`src/rtl/spi_adc_pkg.sv`:
```
`timescale 1ns/1ps
package spi_adc_pkg;
   localparam int FRAME_BITS  = 16;
   localparam int SAMPLE_BITS = 12;
   localparam int ADDR_LSB    = 11;

   typedef enum logic [1:0] {
      ST_IDLE = 2'd0,
      ST_RUN  = 2'd1,
      ST_TAIL = 2'd2
   } seq_state_t;
endpackage

```
`src/rtl/spi_adc_clkgen.sv`:
```
`timescale 1ns/1ps
// Half-period tick generator for the serial clock.
module spi_adc_clkgen #(
   parameter int DIV_W = 8
) (
   input  logic             clk,
   input  logic             rst_n,
   input  logic             en,
   input  logic [DIV_W-1:0] div,
   output logic             tick
);
   logic [DIV_W-1:0] cnt_q;

   assign tick = en && (cnt_q == div);

   always_ff @(posedge clk or negedge rst_n) begin
      if (!rst_n)
         cnt_q <= '0;
      else if (!en || tick)
         cnt_q <= '0;
      else
         cnt_q <= cnt_q + 1'b1;
   end
endmodule

```
`src/rtl/spi_adc_frame.sv`:
```
`timescale 1ns/1ps
// One mode-3 frame: drive on falling edge, capture on rising edge.
module spi_adc_frame #(
   parameter int FRAME_W  = 16,
   parameter int SAMPLE_W = 12
) (
   input  logic                clk,
   input  logic                rst_n,
   input  logic                tick,
   input  logic                load,
   input  logic [FRAME_W-1:0]  tx_word,
   input  logic                miso,
   output logic                sclk,
   output logic                mosi,
   output logic                frame_end,
   output logic [SAMPLE_W-1:0] rx_sample
);
   localparam int BC_W = $clog2(FRAME_W);

   logic                active_q;
   logic [BC_W-1:0]     bcnt_q;
   logic [FRAME_W-1:0]  tx_sh_q;
   logic [SAMPLE_W-1:0] rx_sh_q;
   logic                sclk_q;
   logic                mosi_q;
   logic                rise;
   logic                fall;

   generate
      if (SAMPLE_W > FRAME_W) begin : g_bad_width
         $error("sample field wider than frame");
      end
   endgenerate

   assign rise      = active_q && tick && !sclk_q;
   assign fall      = active_q && tick && sclk_q;
   assign frame_end = rise && (bcnt_q == BC_W'(FRAME_W - 1));
   assign rx_sample = {rx_sh_q[SAMPLE_W-2:0], miso};
   assign sclk      = sclk_q;
   assign mosi      = mosi_q;

   always_ff @(posedge clk or negedge rst_n) begin
      if (!rst_n) begin
         active_q <= 1'b0;
         bcnt_q   <= '0;
         tx_sh_q  <= '0;
         rx_sh_q  <= '0;
         sclk_q   <= 1'b1;
         mosi_q   <= 1'b0;
      end else begin
         if (fall) begin
            sclk_q  <= 1'b0;
            mosi_q  <= tx_sh_q[FRAME_W-1];
            tx_sh_q <= {tx_sh_q[FRAME_W-2:0], 1'b0};
         end
         if (rise) begin
            sclk_q  <= 1'b1;
            rx_sh_q <= rx_sample;
            bcnt_q  <= bcnt_q + 1'b1;
            if (frame_end)
               active_q <= 1'b0;
         end
         if (load) begin
            tx_sh_q  <= tx_word;
            bcnt_q   <= '0;
            active_q <= 1'b1;
         end
      end
   end
endmodule

```
`src/rtl/spi_adc_chan_pick.sv`:
```
`timescale 1ns/1ps
// Lowest-numbered set bit of a channel mask.
module spi_adc_chan_pick #(
   parameter int NUM_CH = 8,
   parameter int CH_W   = 3
) (
   input  logic [NUM_CH-1:0] mask,
   output logic              found,
   output logic [CH_W-1:0]   idx,
   output logic [NUM_CH-1:0] onehot
);
   always_comb begin
      found = 1'b0;
      idx   = '0;
      for (int i = NUM_CH - 1; i >= 0; i--) begin
         if (mask[i]) begin
            found = 1'b1;
            idx   = CH_W'(i);
         end
      end
      onehot = found ? (NUM_CH'(1) << idx) : '0;
   end
endmodule

```
`src/rtl/spi_adc_scan_seq.sv`:
```
`timescale 1ns/1ps
module spi_adc_scan_seq
   import spi_adc_pkg::*;
#(
   parameter int NUM_CH   = 8,
   parameter int CH_W     = 3,
   parameter int RES_BITS = 12,
   parameter int DIV_W    = 8,
   parameter int CNT_W    = $clog2(NUM_CH + 1)
) (
   input  logic                            clk,
   input  logic                            rst_n,
   input  logic [DIV_W-1:0]                sclk_div,
   input  logic                            scan_start,
   input  logic [NUM_CH-1:0]               scan_mask,
   input  logic                            rd_start,
   input  logic [CH_W:0]                   rd_chan,
   output logic                            busy,
   output logic                            scan_done,
   output logic [CNT_W-1:0]                sample_count,
   output logic [NUM_CH*SAMPLE_BITS-1:0]   samples,
   output logic                            rd_valid,
   output logic [SAMPLE_BITS-1:0]          rd_data,
   output logic                            rd_err_busy,
   output logic                            rd_err_range,
   output logic                            sclk,
   output logic                            cs_n,
   output logic                            mosi,
   input  logic                            miso
);
   localparam int SW = SAMPLE_BITS;
   localparam int FW = FRAME_BITS;

   generate
      if (NUM_CH != (1 << CH_W)) begin : g_bad_ch
         $error("NUM_CH must equal 2**CH_W");
      end
      if (CH_W + ADDR_LSB > FW - 2) begin : g_bad_addr
         $error("channel field does not fit the command frame");
      end
      if (RES_BITS > SW || RES_BITS < 1) begin : g_bad_res
         $error("RES_BITS out of range");
      end
      if ((1 << CNT_W) <= NUM_CH) begin : g_bad_cnt
         $error("CNT_W too narrow for NUM_CH");
      end
   endgenerate

   seq_state_t        state_q;
   logic              idle;
   logic              tick;
   logic              frame_end;
   logic [SW-1:0]     rx_raw;
   logic [SW-1:0]     rx_trim;
   logic              is_direct_q;
   logic [NUM_CH-1:0] pend_q;
   logic              last_q;
   logic [CNT_W-1:0]  fidx_q;
   logic              cs_n_q;
   logic              chan_ok;
   logic              scan_go;
   logic              rd_go;
   logic              go;
   logic              load;
   logic [NUM_CH-1:0] rd_onehot;
   logic [NUM_CH-1:0] start_mask;
   logic [NUM_CH-1:0] pick_in;
   logic              pick_found;
   logic [CH_W-1:0]   pick_idx;
   logic [NUM_CH-1:0] pick_onehot;
   logic [FW-1:0]     tx_word;

   assign idle       = (state_q == ST_IDLE);
   assign busy       = !idle;
   assign cs_n       = cs_n_q;
   assign chan_ok    = (rd_chan < (CH_W+1)'(NUM_CH));
   assign scan_go    = idle && scan_start;
   assign rd_go      = idle && rd_start && !scan_start && chan_ok;
   assign go         = (scan_go && (|scan_mask)) || rd_go;
   assign rd_onehot  = NUM_CH'(1) << rd_chan[CH_W-1:0];
   assign start_mask = scan_start ? scan_mask : rd_onehot;
   assign pick_in    = idle ? start_mask : pend_q;
   assign load       = go || ((state_q == ST_RUN) && frame_end && !last_q);
   assign tx_word    = pick_found ? (FW'(pick_idx) << ADDR_LSB) : '0;

   spi_adc_clkgen #(.DIV_W(DIV_W)) u_clkgen (
      .clk  (clk),
      .rst_n(rst_n),
      .en   (busy),
      .div  (sclk_div),
      .tick (tick)
   );

   spi_adc_frame #(.FRAME_W(FW), .SAMPLE_W(SW)) u_frame (
      .clk      (clk),
      .rst_n    (rst_n),
      .tick     (tick),
      .load     (load),
      .tx_word  (tx_word),
      .miso     (miso),
      .sclk     (sclk),
      .mosi     (mosi),
      .frame_end(frame_end),
      .rx_sample(rx_raw)
   );

   spi_adc_chan_pick #(.NUM_CH(NUM_CH), .CH_W(CH_W)) u_pick (
      .mask  (pick_in),
      .found (pick_found),
      .idx   (pick_idx),
      .onehot(pick_onehot)
   );

   // Reduced-resolution converters return zeros below their resolution.
   generate
      if (RES_BITS < SW) begin : g_trim
         assign rx_trim = {rx_raw[SW-1:SW-RES_BITS], {(SW-RES_BITS){1'b0}}};
      end else begin : g_full
         assign rx_trim = rx_raw;
      end
   endgenerate

   always_ff @(posedge clk or negedge rst_n) begin
      if (!rst_n) begin
         state_q      <= ST_IDLE;
         is_direct_q  <= 1'b0;
         pend_q       <= '0;
         last_q       <= 1'b0;
         fidx_q       <= '0;
         cs_n_q       <= 1'b1;
         scan_done    <= 1'b0;
         rd_valid     <= 1'b0;
         rd_err_busy  <= 1'b0;
         rd_err_range <= 1'b0;
         sample_count <= '0;
         rd_data      <= '0;
      end else begin
         scan_done    <= 1'b0;
         rd_valid     <= 1'b0;
         rd_err_busy  <= rd_start && (!idle || scan_start);
         rd_err_range <= rd_start && idle && !scan_start && !chan_ok;
         if (go) begin
            pend_q <= pick_in & ~pick_onehot;
            last_q <= !pick_found;
            fidx_q <= '0;
         end
         case (state_q)
            ST_IDLE: begin
               if (scan_go) begin
                  sample_count <= '0;
                  if (|scan_mask) begin
                     state_q     <= ST_RUN;
                     is_direct_q <= 1'b0;
                     cs_n_q      <= 1'b0;
                  end else begin
                     scan_done <= 1'b1;
                  end
               end else if (rd_go) begin
                  state_q     <= ST_RUN;
                  is_direct_q <= 1'b1;
                  cs_n_q      <= 1'b0;
               end
            end
            ST_RUN: begin
               if (frame_end) begin
                  fidx_q <= fidx_q + 1'b1;
                  if (fidx_q != '0) begin
                     if (is_direct_q)
                        rd_data <= rx_trim;
                     else
                        sample_count <= sample_count + 1'b1;
                  end
                  if (last_q) begin
                     state_q <= ST_TAIL;
                  end else begin
                     pend_q <= pick_in & ~pick_onehot;
                     last_q <= !pick_found;
                  end
               end
            end
            ST_TAIL: begin
               if (tick) begin
                  state_q <= ST_IDLE;
                  cs_n_q  <= 1'b1;
                  if (is_direct_q)
                     rd_valid <= 1'b1;
                  else
                     scan_done <= 1'b1;
               end
            end
            default: state_q <= ST_IDLE;
         endcase
      end
   end

   // Sample slots: frame k's reply lands in slot k-1.
   generate
      for (genvar j = 0; j < NUM_CH; j++) begin : g_slot
         logic [SW-1:0] slot_q;
         always_ff @(posedge clk or negedge rst_n) begin
            if (!rst_n)
               slot_q <= '0;
            else if (scan_go)
               slot_q <= '0;
            else if ((state_q == ST_RUN) && frame_end && !is_direct_q &&
                     (fidx_q == CNT_W'(j + 1)))
               slot_q <= rx_trim;
         end
         assign samples[j*SW +: SW] = slot_q;
      end
   endgenerate
endmodule

```
`config.mk`:
```
export PLATFORM = sky130hd
export DESIGN_NAME = spi_adc_scan_seq
export DESIGN_NICKNAME = d
export VERILOG_FILES = /design/src/rtl/spi_adc_pkg.sv /design/src/rtl/spi_adc_clkgen.sv /design/src/rtl/spi_adc_frame.sv /design/src/rtl/spi_adc_chan_pick.sv /design/src/rtl/spi_adc_scan_seq.sv
export SDC_FILE = /design/constraint.sdc
export NUM_CORES = 1
export LEC_CHECK = 0
export BUFFER_PORTS_ARGS = -buffer_cell sky130_fd_sc_hd__buf_4
export CORE_MARGIN = 2
export CORE_UTILIZATION = 50
export CTS_CLUSTER_SIZE = 16
export DETAILED_ROUTE_END_ITERATION = 10
export PLACE_DENSITY = 0.73
export SYNTH_ARGS = -nofsm -noshare
export SYNTH_HDL_FRONTEND = slang
export SYNTH_SLANG_ARGS = --single-unit
```
`constraint.sdc`:
```
create_clock -name clk -period 2.05 [get_ports clk]
set_clock_uncertainty 0.05 [all_clocks]
set_input_delay 0 -clock clk [delete_from_list [all_inputs] [get_ports clk]]
set_output_delay 0 -clock clk [all_outputs]
set_load 0.005 [all_outputs]
```
Word-level counts from Yosys, hierarchy flattened
Cells that the tools add are included.

cells by class
  add/sub/neg operators = 4
  reductions and logical operators = 58
  eq/ne operators = 21
  shifts and indexed selects = 2
  bitwise gates (word level) = 2
  magnitude comparators = 1
  muxes and demuxes = 84

operator list
  cell                 number
  $mux 12              16
  $mux 8               8
  $mux 4               9
  $mux 16              2
  $mux 1               30
  $reduce_bool 2->1    15
  $mux 3               8
  $logic_and 1x1->1    23
  $eq 4x3->1 const B   4
  $shl 1x3->8 const A  2
  $mux 14              1
  $add 4x1->4 const B  3
  $mux 2               6
  $reduce_and 5->1     2
  $add 8x1->8 const B  1
  $and 8x8->8          1
  $eq 4x2->1 const B   2
  $eq 4x4->1 const B   2
  $eq 8x8->1           1
  $ne 2x2->1 const B   4
  $not 8->8            1
  $pmux 4 s2           1
  $reduce_and 4->1     2
  $reduce_or 8->1      1
  other kinds (15)     27

word-level totals
  word-level logic and storage cells = 199
  bits of input ports = 25
  output and inout port bits = 120
  flip-flop bits (word level) = 175

Longest topological paths before layout
Gate-level depths: netlist (run 1).

  depth after elaboration = 19
  depth in mapped cells = 9
  mapped depth without buffers = 7

Cells and area by module
Synthesis (run 1) repeated with hierarchy kept, for this count alone.

unflattened totals
  cell total of the unflattened synthesis = 747
  area, all modules = 7982.7 um^2

by module, submodules not included
  module             times used  sequential area each (um^2)  area an instance (um^2)  cells an instance
  spi_adc_scan_seq   1           3329.4                       5845.6                   532
  spi_adc_frame      1           852.1                        1496.4                   144
  spi_adc_clkgen     1           200.2                        500.5                    46
  spi_adc_chan_pick  1           0.0                          140.1                    25

Worst setup path before layout (run 1)
Ideal clock, no wire load.

  kind = register to register
  start = reg u_clkgen.cnt_q[1]
  end = reg rd_data[11]
  library setup time = 0.125 ns
  slack = -0.205 ns
  clock period less this slack = 2.255 ns
  cell stages (with the launch flop) = 8
  path buffers = 1
  data required time = 1.875 ns
  arrival = 2.080 ns
  cells stage by stage = dfrtp_1 > xor2_1 > nor4_1 > nor3b_1 > nand4_1 > nor3b_1 > buf_2 > mux2_2

on the way
  longest elaborated chain between the ends = 6

RTL lines
  element                          RTL line                 text
  from (decl)                      spi_adc_clkgen.sv:12     logic [DIV_W-1:0] cnt_q;
  from (signal assigned)           spi_adc_clkgen.sv:22     cnt_q <= cnt_q + 1'b1;
  $eq 8x8->1                       spi_adc_clkgen.sv:14     assign tick = en && (cnt_q == div);
  $logic_and 1x1->1                spi_adc_clkgen.sv:14
  $logic_and 1x1->1 (2 in series)  spi_adc_frame.sv:35      assign rise = active_q && tick && !sclk_q;
  $logic_and 1x1->1                spi_adc_frame.sv:37      assign frame_end = rise && (bcnt_q == BC_W'(FRAME_W - 1));
  $reduce_and 4->1 (no line)       n/a
  to (signal assigned)             spi_adc_scan_seq.sv:169  rd_data <= rx_trim;
  to (decl)                        spi_adc_scan_seq.sv:23   output logic [SAMPLE_BITS-1:0] rd_data,

No other way between the ends.
A chain may end at the register's enable or synchronous reset.

Worst setup path in the final report (run 1)
  start = reg u_clkgen.cnt_q[6]
  end = reg rd_data[10]

Same word-level chain as after synthesis.

==> run metrics, run 1 <==
status=complete, but fails checks; violated checks=setup timing; DRC errors left=0; storage element area=between 4000 and 5000 µm²; die area=roughly 16000 µm²; number of distinct library cells after synthesis=between 50 and 60; drt total wl=between 20000 and 25000 µm; Root Driver=clkbuf_16; core footprint=between 10000 and 15000 µm²; FILL cells=930; number of buffers created by CTS=17; critical path cell sequence=xor2_2 > nor4_2 > nor3b_2 > nand4_1 > nor3b_4 > buf_6 > mux2_2; top cells by area, synth=dfrtp_1, mux2i_1, nand2_1; area share of the leading cell type in the synthesized netlist=a little over half; register area share after synthesis=55.0%; Worst Hold Margin=0.0170 ns; Detailed Routing Iterations Pass 1=5; share of layout cells above drive strength 1=roughly 40%; WL/cell=approximately 19 µm; number of nets with antenna violations after routing=0; initial antenna violation count=0; register bit total from synthesis=164; max incr delay on CP=~0.41 ns; most frequent cells in the layout=buf_4, dfrtp_1, nand2_1; unrepaired setup endpoints after global routing=true; Post-synth EDFFs=0; Final Hold Vio Count=0; maxcap violations=0; Worst Path Required=roughly 2.3 ns; CP endpoint kind=register; Routability Congestion=approximately 0.84; actual slew at the worst max-slew pin=about 0.71 ns; Layout area overhead=43.5%; initial drt markers=between 500 and 600; min-delay src=rd_chan[0]; final period demand of the worst path=2.39 ns; worst ir drop on vdd=0.593 mV; CTS tree=yes; nets=976; vias per cell=5.62; crit path max-delay cell type=dfrtp_1; syn_area_per_cell=10.3 µm²; area of the multi-input gates=3600 µm²; die height=~130 µm; ANT cells=0; RR Startpoint=u_clkgen.cnt_q[6]; Setup violations, final=between 100 and 150; H-Tree Depth=4; fin crit share=117%; Post-Syn Area=between 7000 and 8000 µm²; clk_lat worst skew=between 0.4 and 0.5 ns; post-synthesis instance total=722; Slew Viols, Final=0; maximum clock rate=around 0.42 GHz; CP startpoint kind=register; post-synthesis net count=754; # IOs=between 100 and 150; Clock Sink Count=approximately 160; die width=126 µm; setup ws final=-0.339 ns; post-synthesis async set-or-reset flop share=100%; clock buffer depth=2; Cell Pwr Density=roughly 680 nW/µm²; row count=44; vias in the first global route=6435; Worst-path clk slew=about 0.07 ns; I/O Buffers=144; Vias=6400; largest net degree at the start of global routing=65; pre-CTS WS=-0.261 ns; Leak=between 5 and 6 nW; top cell type by total area after synthesis=dfrtp_1; Slew headroom=between 50% and 60%; Ys Warns=0; Min-Delay Path Class=in2reg; prevailing post-synth register cell=dfrtp_1; DP HPWL=13500 µm; CP Max Fanout=6; grt ovf=0; crit path kind=reg2reg; CP startpoint=u_clkgen.cnt_q[6]; Total GRT Usage=between 20% and 30%; commonest non-fill, non-tap cell in the layout=buf_4; Critical Path AT=approximately 2.7 ns; Starting Density=roughly half; first-pass GRT wire length=around 33000 µm
[logic make-up (layout without fill, tap and decap cells)]
kind of cell | Yosys count | in the layout | synth area share [%]
xor+xnor | 21 | 21 | 2.46
fa+ha+maj | 7 | 7 | 1.17
mux | 76 | 76 | 10.6
buf+inv | 61 | 294 | 3.75
flops | 164 | 164 | 55.0
simple gates | 285 | 285 | 18.8
compound gates | 108 | 108 | 8.27
[layer usage]
layer	GRT usage [%]	wire (µm)
met3	4.72	1050
met1	35.0	9070
met5	0	0
met2	45.0	11100
met4	8.73	407
[power by group]
| group | internal [mW] | total, mW | switching, mW |
|---|---|---|---|
| Clock | 1.73 | 3.04 | 1.31 |
| Sequential | 3.32 | 3.38 | 0.0654 |
| Combinational | 0.405 | 0.848 | 0.443 |
[worst max-delay path, delay by kind of cell, from the launching register on]
kind                      cells  cell delay (ns)
and+or+nand+nor               4             1.09
DFF                           1             0.41
xor gates and xnor gates      1             0.18
buffers and inverters         1             0.20
muxes                         1             0.34
[registers in the layout, summed over array words and instances, names as in the netlist]
register	flops
cs_n	1
u_clkgen.cnt_q	8
rd_valid	1
u_frame.tx_sh_q	5
u_frame.mosi	1
pend_q	8
is_direct_q	1
rd_err_busy	1
u_frame.rx_sh_q	11
sample_count	4
rd_err_range	1
rd_data	12
fidx_q	4
g_slot.slot_q	96
u_frame.sclk	1
u_frame.bcnt_q	4
last_q	1
scan_done	1
u_frame.active_q	1
state_q	2
[synth_stat cells, types with 5 or more instances]
cell and instances:
o21a_1 8, nor4_1 5, nor3_1 7, nor2_1 81, dfrtp_1 162, mux2_2 24
xor2_1 16, nand3_1 19, a21oi_1 53, a31oi_1 5, clkbuf_1 23, buf_2 23
xnor2_1 5, inv_1 11, mux2i_1 52, ha_1 7, o21ai_0 20, and3_1 10
nand2_1 121
[timing repair]
item / in CTS / in global routing
hold buffers: 8 / 0
resized for setup: 87 / 72
setup buffers: 12 / 8
pin swaps: 40 / 20
gates cloned: 6 / 2
setup endpoints to repair: 145 / 149
endpoints found under the hold margin: 116 / 0
[layout make-up]
class                           count  share of cell area (%)
Clock buffer                       20                    4.26
Sequential cell                   164                    38.3
Inverter                           11                   0.385
Tap cell                          184                    2.15
Clock inverter                     10                   0.933
Timing Repair Buffer              253                    20.4
Multi-Input combinational cell    497                    33.6
[metrics by stage]
| step | util, % | cells | TNS, ns | instance area [µm²] | power (mW) |
|---|---|---|---|---|---|
| finish | 73.5 | 1139 | -20.57 | 10700 | 7.28 |
| global placement | 63.3 | 1075 | -12.52 | 9240 | 4.14 |
| detailed placement | 63.3 | 1075 | -20.27 | 9240 | 4.15 |
| CTS | 71.3 | 1131 | -15.47 | 10400 | 7.21 |
| floorplan | - | 722 | -7.90 | 7500 | 3.78 |
| global route | 73.5 | 1139 | -34.04 | 10700 | 7.52 |
[final timing paths]
kind | slack, ns | endpoint | depth (start not counted)
min in group asynchronous | 0.05 | u_clkgen.cnt_q[0] | 2
hold reg to reg | 0.44 | pend_q[4] | 1
setup reg to reg | -0.34 | rd_data[10] | 7
hold / removal | 0.02 | pend_q[6] | 4
max in group asynchronous | 1.10 | g_slot[2].slot_q[5] | 3
setup / recovery | -0.34 | rd_data[10] | 7
Note: power is estimated with default switching activity, not from simulation.
==> inputs of run 2 (changes only) <==
Settings changed: SETUP_SLACK_MARGIN set to 0.4.
==> run metrics, run 2 (synthesis results as in run 1) <==
min-delay src=rd_chan[0]; commonest non-fill, non-tap cell in the layout=buf_4; Layout area overhead=50.6%; Min-Delay Path Class=in2reg; largest net degree at the start of global routing=60; Hold Path Depth=3; Root Driver=clkbuf_16; nets=a little under 1000; CP Max Fanout=6; path depth of the worst reg2reg path=9; critical path cell sequence=o21ai_0 > nor2_1 > nand4_4 > buf_6 > nor4b_4 > buf_4 > buf_12 > mux2i_1 > nor2_1; Starting Density=51.2%; number of buffers created by CTS=17; I/O Buffers=144; CP startpoint kind=register; setup ws final=-0.402 ns; Detailed Routing Iterations Pass 1=5; max incr delay on CP=~0.45 ns; most frequent cells in the layout=buf_4, dfrtp_1, nor2_1; clk_lat worst skew=around 0.43 ns; Cell Pwr Density=669 nW/µm²; Final Hold Vio Count=0; maxcap violations=0; FILL cells=799; Setup violations, final=153; Total GRT Usage=~28%; net load switching power=about 2 mW; crit-path most repeated cell=nor2_1; switch share=between 20% and 30%; fin crit share=120%; vias in the first global route=between 6000 and 7000; met3 routed WL=~1800 µm; WL/cell=around 22 µm; clock share of power=about 42%; number of nets with antenna violations after routing=0; status=complete, but fails checks; DRC errors left=0; Comb pwr share=about an eighth; die area=roughly 16000 µm²; met2 routed WL=between 10000 and 15000 µm; Leak=~5.2 nW; actual slew at the worst max-slew pin=roughly 0.65 ns; DP HPWL=13600 µm; crit path kind=reg2reg; P_int=~5.5 mW; # IOs=~150; r2r setup slk=-0.40 ns; Critical Path AT=roughly 2.7 ns; Regs by FF count=g_slot.slot_q (96), rd_data (12), u_frame.rx_sh_q (11); final period demand of the worst path=~2.5 ns; Met1 Wirelength=roughly 9600 µm; setup tns final=-42.24 ns; drt total wl=~25000 µm; Largest delay share family, worst path=simple AND/OR/NAND/NOR gates; core footprint=~15000 µm²; Top reg by flops=g_slot.slot_q; Slew headroom=between 50% and 60%; vias per cell=5.96; crit path max-delay cell type=dfrtp_1; max FFs per register=96; die width=between 100 and 150 µm; die height=~130 µm; Clock Sink Count=around 160; Core Util, Final=between 70% and 80%; ANT cells=0; sequential power share=between 40% and 50%; maximum clock rate=0.408 GHz; Vias=between 6000 and 7000; violated checks=setup timing; grt ovf=0; initial antenna violation count=0; Routability Congestion=roughly 0.85; Worst-path clk slew=around 0.070 ns; Worst Path Required=between 2 and 2.5 ns; first-pass GRT wire length=34500 µm; unrepaired setup endpoints after global routing=true; share of layout cells above drive strength 1=slightly below 50%; storage element area=~4100 µm²; clock buffer depth=2; initial drt markers=680; H-Tree Depth=4; area of the multi-input gates=roughly 4000 µm²; Slew Viols, Final=0; Hold EP=pend_q[5]; RR Endpoint=g_slot[0].slot_q[9]; worst ir drop on vdd=about 0.6 mV; CTS tree=yes; row count=44; Bufs and invs on worst path=3; top layer in use=met4; CP endpoint kind=register; RR Startpoint=state_q[0]
run 2: what timing repair did:
item                                    in CTS  in global routing
hold buffers                                 7                  0
pin swaps                                   44                 54
gates resized for setup                    136                133
setup buffers                               10                 14
endpoints found under the setup margin     161                163
cloned                                       5                  4
hold endpoints to repair                   176                  0
run 2: routing by layer:
metal / vias to the layer above / track usage [%]
li1: 2896 / -
met1: 3421 / 35.6
met2: 381 / 46.3
met3: 85 / 5.78
met4: 0 / 9.50
met5: - / 0
run 2: area by class of cell:
class,count,area share (%)
multi-input combinational,497,35.6
inverter,11,0.367
clock inverter,15,1.46
tap,184,2.05
sequential,164,36.5
clock buffer,17,3.78
timing repair buffer,251,20.2
run 2: worst reg2reg max path, delay by kind of cell (launching register included):
family,cells,cell delay (ns)
mux,1,0.24
flops,1,0.45
compound gates,1,0.20
simple gates,4,0.89
buf+inv,3,0.49
run 2: stage by stage:
stage                     setup WS, ns  instances  hold WS (ns)  power, mW  area [µm²]
after floorplan                 -0.133        722        -0.346       3.78        7540
after global placement          -0.309       1067       -0.0660       4.11        9220
after detailed placement        -0.315       1067       -0.0572       4.14        9220
after CTS                       -0.229       1121      0.000771       7.40       10500
after global routing            -0.515       1139        0.0310       7.74       11200
final                           -0.402       1139        0.0101       7.52       11200
run 2: how the worst max path moves through the flow:
stage,from,end,depth (start not counted)
detailed placement,u_clkgen.cnt_q[6],rd_data[4],7
floorplan,u_clkgen.cnt_q[3],g_slot[1].slot_q[2],7
global route,state_q[0],g_slot[0].slot_q[9],9
CTS,u_clkgen.cnt_q[7],g_slot[0].slot_q[11],8
global placement,u_clkgen.cnt_q[6],rd_data[7],7
finish,state_q[0],g_slot[0].slot_q[9],9
run 2: power by group through the flow:
stage               sequential [mW]  combinational [mW]  clock (mW)
floorplan                      3.46               0.326           0
global placement               3.42               0.680           0
detailed placement             3.43               0.712           0
CTS                            3.38               0.852        3.18
global route                   3.39                1.01        3.34
finish                         3.39               0.943        3.19
==> inputs of run 3 (changes only) <==
Settings changed: CORE_UTILIZATION 50 to 52, CTS_BUF_LIST set to sky130_fd_sc_hd__clkbuf_4, PLACE_DENSITY 0.73 to 0.76.
==> run metrics, run 3 (synthesis results as in run 1) <==
Critical Path AT=about 2.8 ns; Vias=between 6000 and 7000; switch share=27.3%; row count=43; H-Tree Depth=4; most frequent cells in the layout=buf_4, dfrtp_1, nand2_1; net load switching power=roughly 1.7 mW; Total GRT Usage=~29%; initial antenna violation count=1; fin crit share=114%; Slew headroom=roughly 50%; Root Driver=clkbuf_4; Worst-path clk slew=0.14 ns; first-pass GRT wire length=33500 µm; Detailed Routing Iterations Pass 1=5; path depth of the worst reg2reg path=9; Leak=5.18 nW; die width=124 µm; Setup violations, final=141; number of buffers created by CTS=17; clock buffer depth=2; RR Endpoint=pend_q[6]; largest net degree at the start of global routing=69; unrepaired setup endpoints after global routing=true; number of nets with antenna violations after routing=0; CP Max Fanout=8; min-delay src=scan_start; WL/cell=slightly above 20 µm; Worst Path Required=2.54 ns; I/O Buffers=144; vias per cell=a little under 6; die area=between 15000 and 20000 µm²; fin area=10800 µm²; core footprint=between 10000 and 15000 µm²; vias in the first global route=6417; grt ovf=0; max FFs per register=96; DRC errors left=0; final period demand of the worst path=2.35 ns; clk_lat worst skew=0.61 ns; Clock Sink Count=~160; r2r setup slk=-0.30 ns; crit path kind=reg2reg; Slew Viols, Final=0; Comb pwr share=approximately 13%; sequential power share=between 50% and 60%; # IOs=approximately 150; status=complete, but fails checks; Cell Pwr Density=about 580 nW/µm²; Final Hold Vio Count=0; DP HPWL=13500 µm; Worst Hold Margin=0.00849 ns; Cell Area, Placed=slightly above 9000 µm²; actual slew at the worst max-slew pin=approximately 0.76 ns; initial drt markers=roughly 620; Hold Path Depth=5; CP startpoint kind=register; Routability Congestion=approximately 0.84; CP endpoint kind=register; worst ir drop on vdd=roughly 0.38 mV; drt total wl=23700 µm; maximum clock rate=about 0.43 GHz; share of layout cells above drive strength 1=around 45%; clock share of power=between 30% and 40%; Min-Delay Path Class=in2reg; commonest non-fill, non-tap cell in the layout=buf_4; Starting Density=between 50% and 60%; Layout area overhead=44.8%; P_int=about 4.6 mW; Top reg by flops=g_slot.slot_q; setup ws final=-0.296 ns; nets=between 900 and 1000; CTS tree=yes; RR Startpoint=u_clkgen.cnt_q[1]; Hold EP=cs_n; die height=124 µm; Regs by FF count=g_slot.slot_q (96), rd_data (12), u_frame.rx_sh_q (11); violated checks=setup timing; maxcap violations=0
==> run 3: power groups by stage <==
stage	clock network (mW)	logic [mW]	registers, mW
2_1_floorplan	0	0.326	3.46
3_3_place_gp	0	0.662	3.43
3_5_place_dp	0	0.696	3.43
4_1_cts	2.11	0.766	3.37
5_1_grt	2.24	0.879	3.39
6_report	2.10	0.804	3.38
==> run 3: critical path, cell delays in order, from the launching register on <==
cell and delay, ns:
dfrtp_1 0.43, xor2_2 0.18, nor4_4 0.31, buf_4 0.21, nand4_1 0.21, buf_4 0.21, o21a_4 0.24, buf_4 0.15
a211oi_2 0.16, a21o_1 0.13
==> run 3: worst max-delay path by stage <==
stage                                  from              endpoint  slack [ns]  cells past startpoint
after floorplan           u_clkgen.cnt_q[3]   g_slot[1].slot_q[2]       -0.13                      7
after global placement    u_clkgen.cnt_q[6]            rd_data[1]       -0.15                      7
after detailed placement  u_clkgen.cnt_q[6]            rd_data[6]       -0.21                      7
after CTS                 u_clkgen.cnt_q[0]   g_slot[1].slot_q[9]       -0.21                      8
after global routing      u_clkgen.cnt_q[0]  g_slot[6].slot_q[11]       -0.41                     10
final                     u_clkgen.cnt_q[1]             pend_q[6]       -0.30                      9
==> run 3: per-stage QoR <==
stage               worst slack (ns)  TNS (ns)  total power [mW]  utilization [%]  instances
floorplan                     -0.133     -8.49              3.78                -        722
global placement              -0.151     -8.45              4.09             66.3       1068
detailed placement            -0.215    -14.41              4.12             66.3       1068
CTS                           -0.208    -14.90              6.25             73.8       1131
global route                  -0.411    -38.86              6.51             77.6       1146
finish                        -0.296    -25.93              6.29             77.6       1146
==> run 3: area by class of cell <==
class,instances,area (µm²)
flip-flops and latches,164,4110
multi-input cells,497,3800
fillers,784,3120
repair buffers,261,2330
well taps,180,225
clock inverters,13,174
clock buffers,19,143
inverters,11,41.3
diodes,1,2.50
==> run 3: what timing repair did <==
item / 4_1_cts / 5_1_grt
pin swaps: 50 / 40
gates resized for setup: 110 / 103
hold buffers: 16 / 0
hold endpoints to repair: 189 / 0
endpoints found under the setup margin: 162 / 162
cloned: 4 / 5
setup buffers: 11 / 9
==> run 3: per-layer routing <==
| layer | share of wire (%) | track usage (%) |
|---|---|---|
| met5 | 0 | 0 |
| met4 | 3.3 | 11.9 |
| met3 | 6.8 | 5.45 |
| met2 | 51 | 48.0 |
| met1 | 39 | 37.5 |
